$ cat config.mk
export PLATFORM = sky130hd
export DESIGN_NAME = smb_byte_shifter
export DESIGN_NICKNAME = d
export VERILOG_FILES = /design/src/rtl/smb_shift_pkg.sv /design/src/rtl/smb_scl_edge.sv /design/src/rtl/smb_bit_ctr.sv /design/src/rtl/smb_sda_drv.sv /design/src/rtl/smb_arb_det.sv /design/src/rtl/smb_byte_shifter.sv
export SDC_FILE = /design/constraint.sdc
export NUM_CORES = 1
export LEC_CHECK = 0
export ABC_AREA = 0
export BUFFER_PORTS_ARGS = -buffer_cell sky130_fd_sc_hd__buf_4
export CORE_MARGIN = 5
export CORE_UTILIZATION = 52
export CTS_CLUSTER_SIZE = 8
export DETAILED_ROUTE_END_ITERATION = 10
export GPL_TIMING_DRIVEN = 0
export PLACE_DENSITY = 0.84
export SYNTH_ARGS = -nofsm -noshare
export SYNTH_HDL_FRONTEND = slang
export SYNTH_HIERARCHICAL = 1
export SYNTH_SLANG_ARGS = --single-unit
$ cat constraint.sdc
create_clock -name clk -period 3.1 [get_ports clk]
set_input_delay 0.31 -clock clk [delete_from_list [all_inputs] [get_ports clk]]
set_output_delay 0.31 -clock clk [all_outputs]
set_load 0.005 [all_outputs]
$ cat src/rtl/smb_shift_pkg.sv
// Shared types for the two-wire byte shifter.
package smb_shift_pkg;
    parameter int SMB_BYTE_W = 8;

    // SCL events seen in one clock cycle.
    typedef struct packed {
        logic rise;   // SCL went 0 -> 1 at this edge
        logic low;    // SCL is low in this cycle
    } scl_evt_t;
endpackage

$ cat src/rtl/smb_scl_edge.sv
// SCL event detector.
// Assumes scl_i is already synchronised to clk; reports rising edges and the low level.
module smb_scl_edge
    import smb_shift_pkg::*;
(
    input  logic     clk,
    input  logic     rst_n,
    input  logic     scl_i,
    output scl_evt_t evt
);
    logic scl_q;

    // Remember last SCL level (idle bus is high).
    always_ff @(posedge clk) begin
        if (!rst_n) scl_q <= 1'b1;
        else        scl_q <= scl_i;
    end

    // Decode events from current and previous level.
    always_comb begin
        evt.rise = scl_i & ~scl_q;
        evt.low  = ~scl_i;
    end
endmodule

$ cat src/rtl/smb_bit_ctr.sv
// Bit position counter.
// Counts sampled bits within a byte; clr holds it at zero, last flags the final bit.
module smb_bit_ctr #(
    parameter int DATA_W = 8
) (
    input  logic clk,
    input  logic rst_n,
    input  logic clr,
    input  logic step,
    output logic last
);
    localparam int CNT_W = (DATA_W > 1) ? $clog2(DATA_W) : 1;
    localparam logic [CNT_W-1:0] LAST_IDX = CNT_W'(DATA_W - 1);

    logic [CNT_W-1:0] cnt;

    // Advance on each sample, wrap after the final bit.
    always_ff @(posedge clk) begin
        if (!rst_n || clr)  cnt <= '0;
        else if (step)      cnt <= last ? '0 : cnt + 1'b1;
    end

    // Final bit of the byte is being sampled.
    always_comb last = (cnt == LAST_IDX);
endmodule

$ cat src/rtl/smb_sda_drv.sv
// SDA output stage.
// Loads the wanted line state only while SCL is low, so the bus never changes during SCL high.
module smb_sda_drv (
    input  logic clk,
    input  logic rst_n,
    input  logic upd,
    input  logic want_rel,
    output logic drv_rel
);
    // Update the released/pulled state in the SCL low phase.
    always_ff @(posedge clk) begin
        if (!rst_n)   drv_rel <= 1'b1;
        else if (upd) drv_rel <= want_rel;
    end
endmodule

$ cat src/rtl/smb_arb_det.sv
// Arbitration watch.
// Latches a loss when a released bit is sampled low; cleared when the next byte starts.
module smb_arb_det (
    input  logic clk,
    input  logic rst_n,
    input  logic restart,
    input  logic check,
    input  logic drv_rel,
    input  logic sda_i,
    output logic lost
);
    // Sticky loss flag for the current byte.
    always_ff @(posedge clk) begin
        if (!rst_n || restart)            lost <= 1'b0;
        else if (check && drv_rel && !sda_i) lost <= 1'b1;
    end
endmodule

$ cat src/rtl/smb_byte_shifter.sv
// Two-wire byte shift register (top).
// One register transmits MSB first and captures the bus level each SCL rise, so it
// always holds the last byte on SDA. Host access is gated by the byte-done flag.
// Assumes synchronised scl_i/sda_i and an external START/STOP/ACK sequencer.
module smb_byte_shifter
    import smb_shift_pkg::*;
#(
    parameter int DATA_W = SMB_BYTE_W
) (
    input  logic              clk,
    input  logic              rst_n,
    input  logic              en,
    input  logic              tx_mode,
    input  logic              scl_i,
    input  logic              sda_i,
    input  logic              host_wr,
    input  logic [DATA_W-1:0] host_wdata,
    input  logic              host_clr,
    output logic [DATA_W-1:0] host_rdata,
    output logic              byte_done,
    output logic              arb_lost,
    output logic              wr_blocked,
    output logic              sda_pull
);
    scl_evt_t          evt;
    logic [DATA_W-1:0] shreg;
    logic              done_q;
    logic              blk_q;
    logic              active;
    logic              shift_now;
    logic              last_bit;
    logic              host_ok;
    logic              drv_rel;
    logic              want_rel;
    logic              lost;

    // Shifting is allowed while enabled and the host does not own the register.
    always_comb begin
        active    = en & ~done_q;
        shift_now = active & evt.rise;
        host_ok   = ~en | done_q;
        want_rel  = ~(active & tx_mode & ~lost) | shreg[DATA_W-1];
    end

    smb_scl_edge u_edge (
        .clk   (clk),
        .rst_n (rst_n),
        .scl_i (scl_i),
        .evt   (evt)
    );

    smb_bit_ctr #(.DATA_W(DATA_W)) u_ctr (
        .clk   (clk),
        .rst_n (rst_n),
        .clr   (~active),
        .step  (shift_now),
        .last  (last_bit)
    );

    smb_sda_drv u_drv (
        .clk      (clk),
        .rst_n    (rst_n),
        .upd      (evt.low),
        .want_rel (want_rel),
        .drv_rel  (drv_rel)
    );

    smb_arb_det u_arb (
        .clk     (clk),
        .rst_n   (rst_n),
        .restart (done_q & host_clr),
        .check   (shift_now & tx_mode),
        .drv_rel (drv_rel),
        .sda_i   (sda_i),
        .lost    (lost)
    );

    // Data register: host load when permitted, else shift in the bus sample.
    always_ff @(posedge clk) begin
        if (!rst_n)                  shreg <= '0;
        else if (host_wr && host_ok) shreg <= host_wdata;
        else if (shift_now)          shreg <= {shreg[DATA_W-2:0], sda_i};
    end

    // Byte-done flag: set by the final sample, cleared by the host.
    always_ff @(posedge clk) begin
        if (!rst_n)                    done_q <= 1'b0;
        else if (shift_now && last_bit) done_q <= 1'b1;
        else if (host_clr && done_q)   done_q <= 1'b0;
    end

    // Pulse on a host write that arrives mid-shift.
    always_ff @(posedge clk) begin
        if (!rst_n) blk_q <= 1'b0;
        else        blk_q <= host_wr & ~host_ok;
    end

    // Drive outputs.
    always_comb begin
        host_rdata = shreg;
        byte_done  = done_q;
        arb_lost   = lost;
        wr_blocked = blk_q;
        sda_pull   = ~drv_rel;
    end
endmodule

Word-level counts from Yosys, hierarchy flattened
Index checks and enable logic that the tools add are counted.
{"block": "totals", "regBits": 16, "latchBits": 0, "mem_bits_rw": 0, "romBits": 0, "in_bits": 16, "output_inout_bits": 12, "wordCells": 43, "n_memories": 0}
{"block": "op_classes", "n_addsub": 1, "multipliers": 0, "div": 0, "n_lt_le_gt_ge": 0, "n_eq_ne": 1, "shifts": 0, "mux": 5, "bitwise_logic": 18, "n_reduce_logical": 11}
{"operator": "2-to-1 mux 8 bit", "count": 2}
{"operator": "AND 1 bit", "count": 8}
{"operator": "inverter 1 bit", "count": 8}
{"operator": "logical AND 1 bit", "count": 5}
{"operator": "nonzero test 2 bit", "count": 2}
{"operator": "adder 3 x 1 -> 3 bit (second input constant)", "count": 1}
{"operator": "== test 3 bit (second input constant)", "count": 1}
{"operator": "2-to-1 mux 3 bit", "count": 1}
{"operator": "logical NOT 1 bit", "count": 2}
{"operator": "logical OR 1 bit", "count": 2}
{"operator": "2-to-1 mux 1 bit", "count": 2}
{"operator": "OR 1 bit", "count": 2}

Logic depth before layout (Yosys ltp)
{"block": "depth", "depth_word": 6, "ltp_mapped": 6, "depth_no_buf": 5}

Cells and area by module
The synthesis kept the hierarchy.
{"module": "smb_byte_shifter", "instances": 1, "cells_per_inst": 65, "area_per_inst_um2": 593.1, "seq_area_each_um2": 200.2}
{"module": "smb_bit_ctr", "instances": 1, "cells_per_inst": 14, "area_per_inst_um2": 147.6, "seq_area_each_um2": 60.1}
{"module": "smb_scl_edge", "instances": 1, "cells_per_inst": 4, "area_per_inst_um2": 43.8, "seq_area_each_um2": 20.0}
{"module": "smb_arb_det", "instances": 1, "cells_per_inst": 5, "area_per_inst_um2": 42.5, "seq_area_each_um2": 20.0}
{"module": "smb_sda_drv", "instances": 1, "cells_per_inst": 3, "area_per_inst_um2": 33.8, "seq_area_each_um2": 20.0}

Worst setup path after synthesis
OpenSTA, ideal clock, no wires.
{"block": "synth_timing", "kind": "input-to-reg", "from": "input scl_i", "to": "register u_ctr.cnt[0]", "setup_ns": 0.066, "arrival_ns": 1.273, "required_ns": 3.034, "slack_ns": 1.761, "cell_stages": 5, "n_path_buf": 1, "path_cell_list": "nor2b_4 buf_6 and3b_4 or3b_1 a21oi_2"}
{"block": "synth_via", "elab_chain_len": 2}
{"item": "start, declared", "line": "smb_byte_shifter.sv:14", "rtl": "input logic scl_i,"}
{"item": "AND 1 bit", "line": "smb_scl_edge.sv:21", "rtl": "evt.rise = scl_i & ~scl_q;"}
{"item": "AND 1 bit", "line": "smb_byte_shifter.sv:40", "rtl": "shift_now = active & evt.rise;"}
{"item": "named net shift_now", "line": "smb_byte_shifter.sv:30", "rtl": "logic shift_now;"}
{"item": "end signal, assigned", "line": "smb_bit_ctr.sv:20", "rtl": "else if (step) cnt <= last ? '0 : cnt + 1'b1;"}
{"item": "end, declared", "line": "smb_bit_ctr.sv:15", "rtl": "logic [CNT_W-1:0] cnt;"}
The timed path passes the listed nets, and every way through them passes these cells.
A chain may end at the register's enable or synchronous reset.

==> out/results.tsv <==
stage	metric	value	unit
worst_setup_path	reg2regPathDepth	5	
worst_setup_path	r2r_setup_slack	1680	ps
worst_setup_path	critPathRequiredTime	3320	ps
floorplanning	dieArea	2570	um^2
layout	diodes	0	
logic_synthesis	yosys_warnings	6	
logic_synthesis	syn-num-nets	109	
layout	layout.nets	140	
worst_setup_path	cp-end-kind	flip-flop	
placed_design	dp.final_hpwl	1.45	mm
sta	final_min_period_over_clock_period	45.8	%
sta	period_minus_slack	1420	ps
pwr	p_leak	0.550	nW
global_routing	grt_max_degree	15	
detailed_routing	first_pass_iters	2	
worst_setup_path	cp.arrival	1640	ps
layout	final_common_cell	buf_4	
sta	worst_clock_skew	1.39	ps
floorplanning	die_w	50.7	um
detailed_routing	ant_nets	0	
layout	final_cell_mix	buf_4 (27), mux2i_1 (16), dfxtp_1 (16)	
worst_setup_path	r2r_end	u_ctr/cnt[0]	
floorplanning	io_pins	28	
logic_synthesis	synth_area	861	um^2
worst_setup_path	critPathSlowestCell	or3b_1	
clock_network	holdBufCountCts	0	
floorplanning	die_h	50.7	um
worst_setup_path	crit_chain	nor2b_4 -> buf_6 -> and3b_4 -> or3b_1 -> a21oi_2	
sta	slew_headroom	86.3	%
worst_setup_path	crit_family	simple AND/OR/NAND/NOR gates	
layout	drive_above_1_share	35.0	%
clock_network	clock-sinks	16	
placed_design	place.gp.congestion	0.662	
worst_setup_path	path_max_fanout	9	
worst_setup_path	crit_type	flip-flop to flip-flop	
detailed_routing	wl	1.92	mm
logic_synthesis	netlist-cell-type-count	23	
clock_network	postCtsSetupBuffers	0	
detailed_routing	wire_per_inst	14.1	um
global_routing	grt_usage	16.1	%
detailed_routing	drc	0	
placed_design	place_inst	133	
sta	drv_slew	0	
hold_path	hold_path_class	input pin to flip-flop	
logic_synthesis	ys_ff_latch	16	
status	status	complete, no violations	
clock_network	cts_buffers	3	
global_routing	grt_pass1_vias	769	
worst_setup_path	path_buf_inv	1	
detailed_routing	vias	737	
placed_design	post-place-ws	1570	ps
detailed_routing	drt_iter0_drc	9	
clock_network	cts-root-buf	clkbuf_4	
worst_setup_path	r2r_start	u_edge/scl_q	
clock_network	cts_tree	done	
global_routing	grt_remaining_overflow	0	
layout	fillers	137	
logic_synthesis	avgSynthCellArea	9.46	um^2
global_routing	grt_pass1_wl	3.25	mm
clock_network	htreeDepth	1	
sta	hold_viol_final	0	
floorplanning	initial_core_util	55.8	%
global_routing	antenna_found_initial	0	
pwr	p_per_area	374	nW/um^2
sta	rsz0062_at_grt	false	
sta	setup_ws	1680	ps
worst_setup_path	slowest_delay	370	ps
layout	area_growth	27.6	%
placed_design	io_buffers	26	
worst_setup_path	critical_path.endpoint	u_ctr/cnt[0]	
clock_network	clock_latency	280	ps
worst_setup_path	critPathLaunchType	flip-flop	
detailed_routing	vias_per_cell	5.42	
sta	finalSetupViolCount	0	
worst_setup_path	worst-path-stages	5	
floorplanning	placementRows	14	
worst_setup_path	critPathLaunch	u_edge/scl_q	
layout	finalNonFillerCells	136	
logic_synthesis	ys_seq_area_share	37.2	%
floorplanning	core	1540	um^2
flow_run	maxCapViolCount	0	
sta	tns	0	ps
sta	tightest_slew	205	ps
clock_network	cts_resized	0	
logic_synthesis	synth_cells	91	
clock_network	clk_pin_slew	90	ps
sta	max_freq	704	MHz
pwr	ir_drop	0.000194	V
clock_network	clockBufferDepth	2	
[routing by layer]
metal	part of all wire [%]	global-route usage (%)	up-vias
met2	51	29.1	23
met3	6.4	4.14	2
met4	0.57	6.38	0
li1	-	-	372
met5	0	0	-
met1	42	17.6	340
[report_power, final]
group / switching, W / total [W] / internal, W
combinational: 0.0000331 / 0.0000802 / 0.0000470
sequential: 0.00000971 / 0.000225 / 0.000215
clock: 0.0000610 / 0.000106 / 0.0000450
total: 0.000104 / 0.000411 / 0.000307
[kinds of logic after synthesis]
logic type / after synthesis / synth area share, %
buf+inv: 9 / 6.10
simple gates: 41 / 28.1
flops: 16 / 37.2
mux: 16 / 18.6
fa+ha+maj: 2 / 2.91
compound gates: 7 / 7.12
[final cells by class]
class                      instances  area, um^2  area share, %
tap                               16        20.0           1.82
sequential                        16         320           29.2
buffer                             3        30.0           2.73
multi-input combinational         66         488           44.4
clock buffer                       3        22.5           2.05
timing repair buffer              26         195           17.8
inverter                           6        22.5           2.05
[registers in the layout, indices dropped and copies added, names as in the netlist]
signal and flops:
u_edge/scl_q 1, u_ctr/cnt 3, byte_done 1, u_drv/drv_rel 1
wr_blocked 1, u_arb/lost 1, host_rdata 8
[Yosys cell counts (all sizes together)]
| master | count | area share [%] |
|---|---|---|
| a32oi | 1 | 1.0 |
| a211oi | 2 | 2.9 |
| nand3 | 1 | 0.58 |
| nand2 | 15 | 6.5 |
| nor2b | 3 | 3.9 |
| and3b | 1 | 1.5 |
| mux2i | 16 | 19 |
| buf | 3 | 3.5 |
| dfxtp | 16 | 37 |
| inv | 6 | 2.6 |
| o21ai | 1 | 1.0 |
| nor2 | 2 | 0.87 |
| and3 | 8 | 5.8 |
| and2 | 2 | 1.7 |
| a21oi | 3 | 2.2 |
| nand3b | 2 | 1.7 |
| or3b | 1 | 1.0 |
| ha | 2 | 2.9 |
| nand2b | 6 | 4.4 |
[worst min-delay path by stage]
stage	from	to	slack, ps	cells after the start
5_1_grt	scl_i	u_edge/scl_q	230	2
4_1_cts	scl_i	u_edge/scl_q	230	2
3_5_place_dp	u_arb/lost	u_arb/lost	460	2
6_report	scl_i	u_edge/scl_q	230	2
2_1_floorplan	rst_n	u_drv/drv_rel	370	1
3_3_place_gp	u_arb/lost	u_arb/lost	450	2
[through the flow]
step	power [W]	utilization, %	hold WS (ps)	instance area, um^2
2_1_floorplan	0.000272	-	372	861
3_3_place_gp	0.000307	69.8	452	1080
3_5_place_dp	0.000311	69.8	462	1080
4_1_cts	0.000417	71.3	228	1100
5_1_grt	0.000438	71.3	234	1100
6_report	0.000411	71.3	234	1100
(Power assumes the default switching activity.)
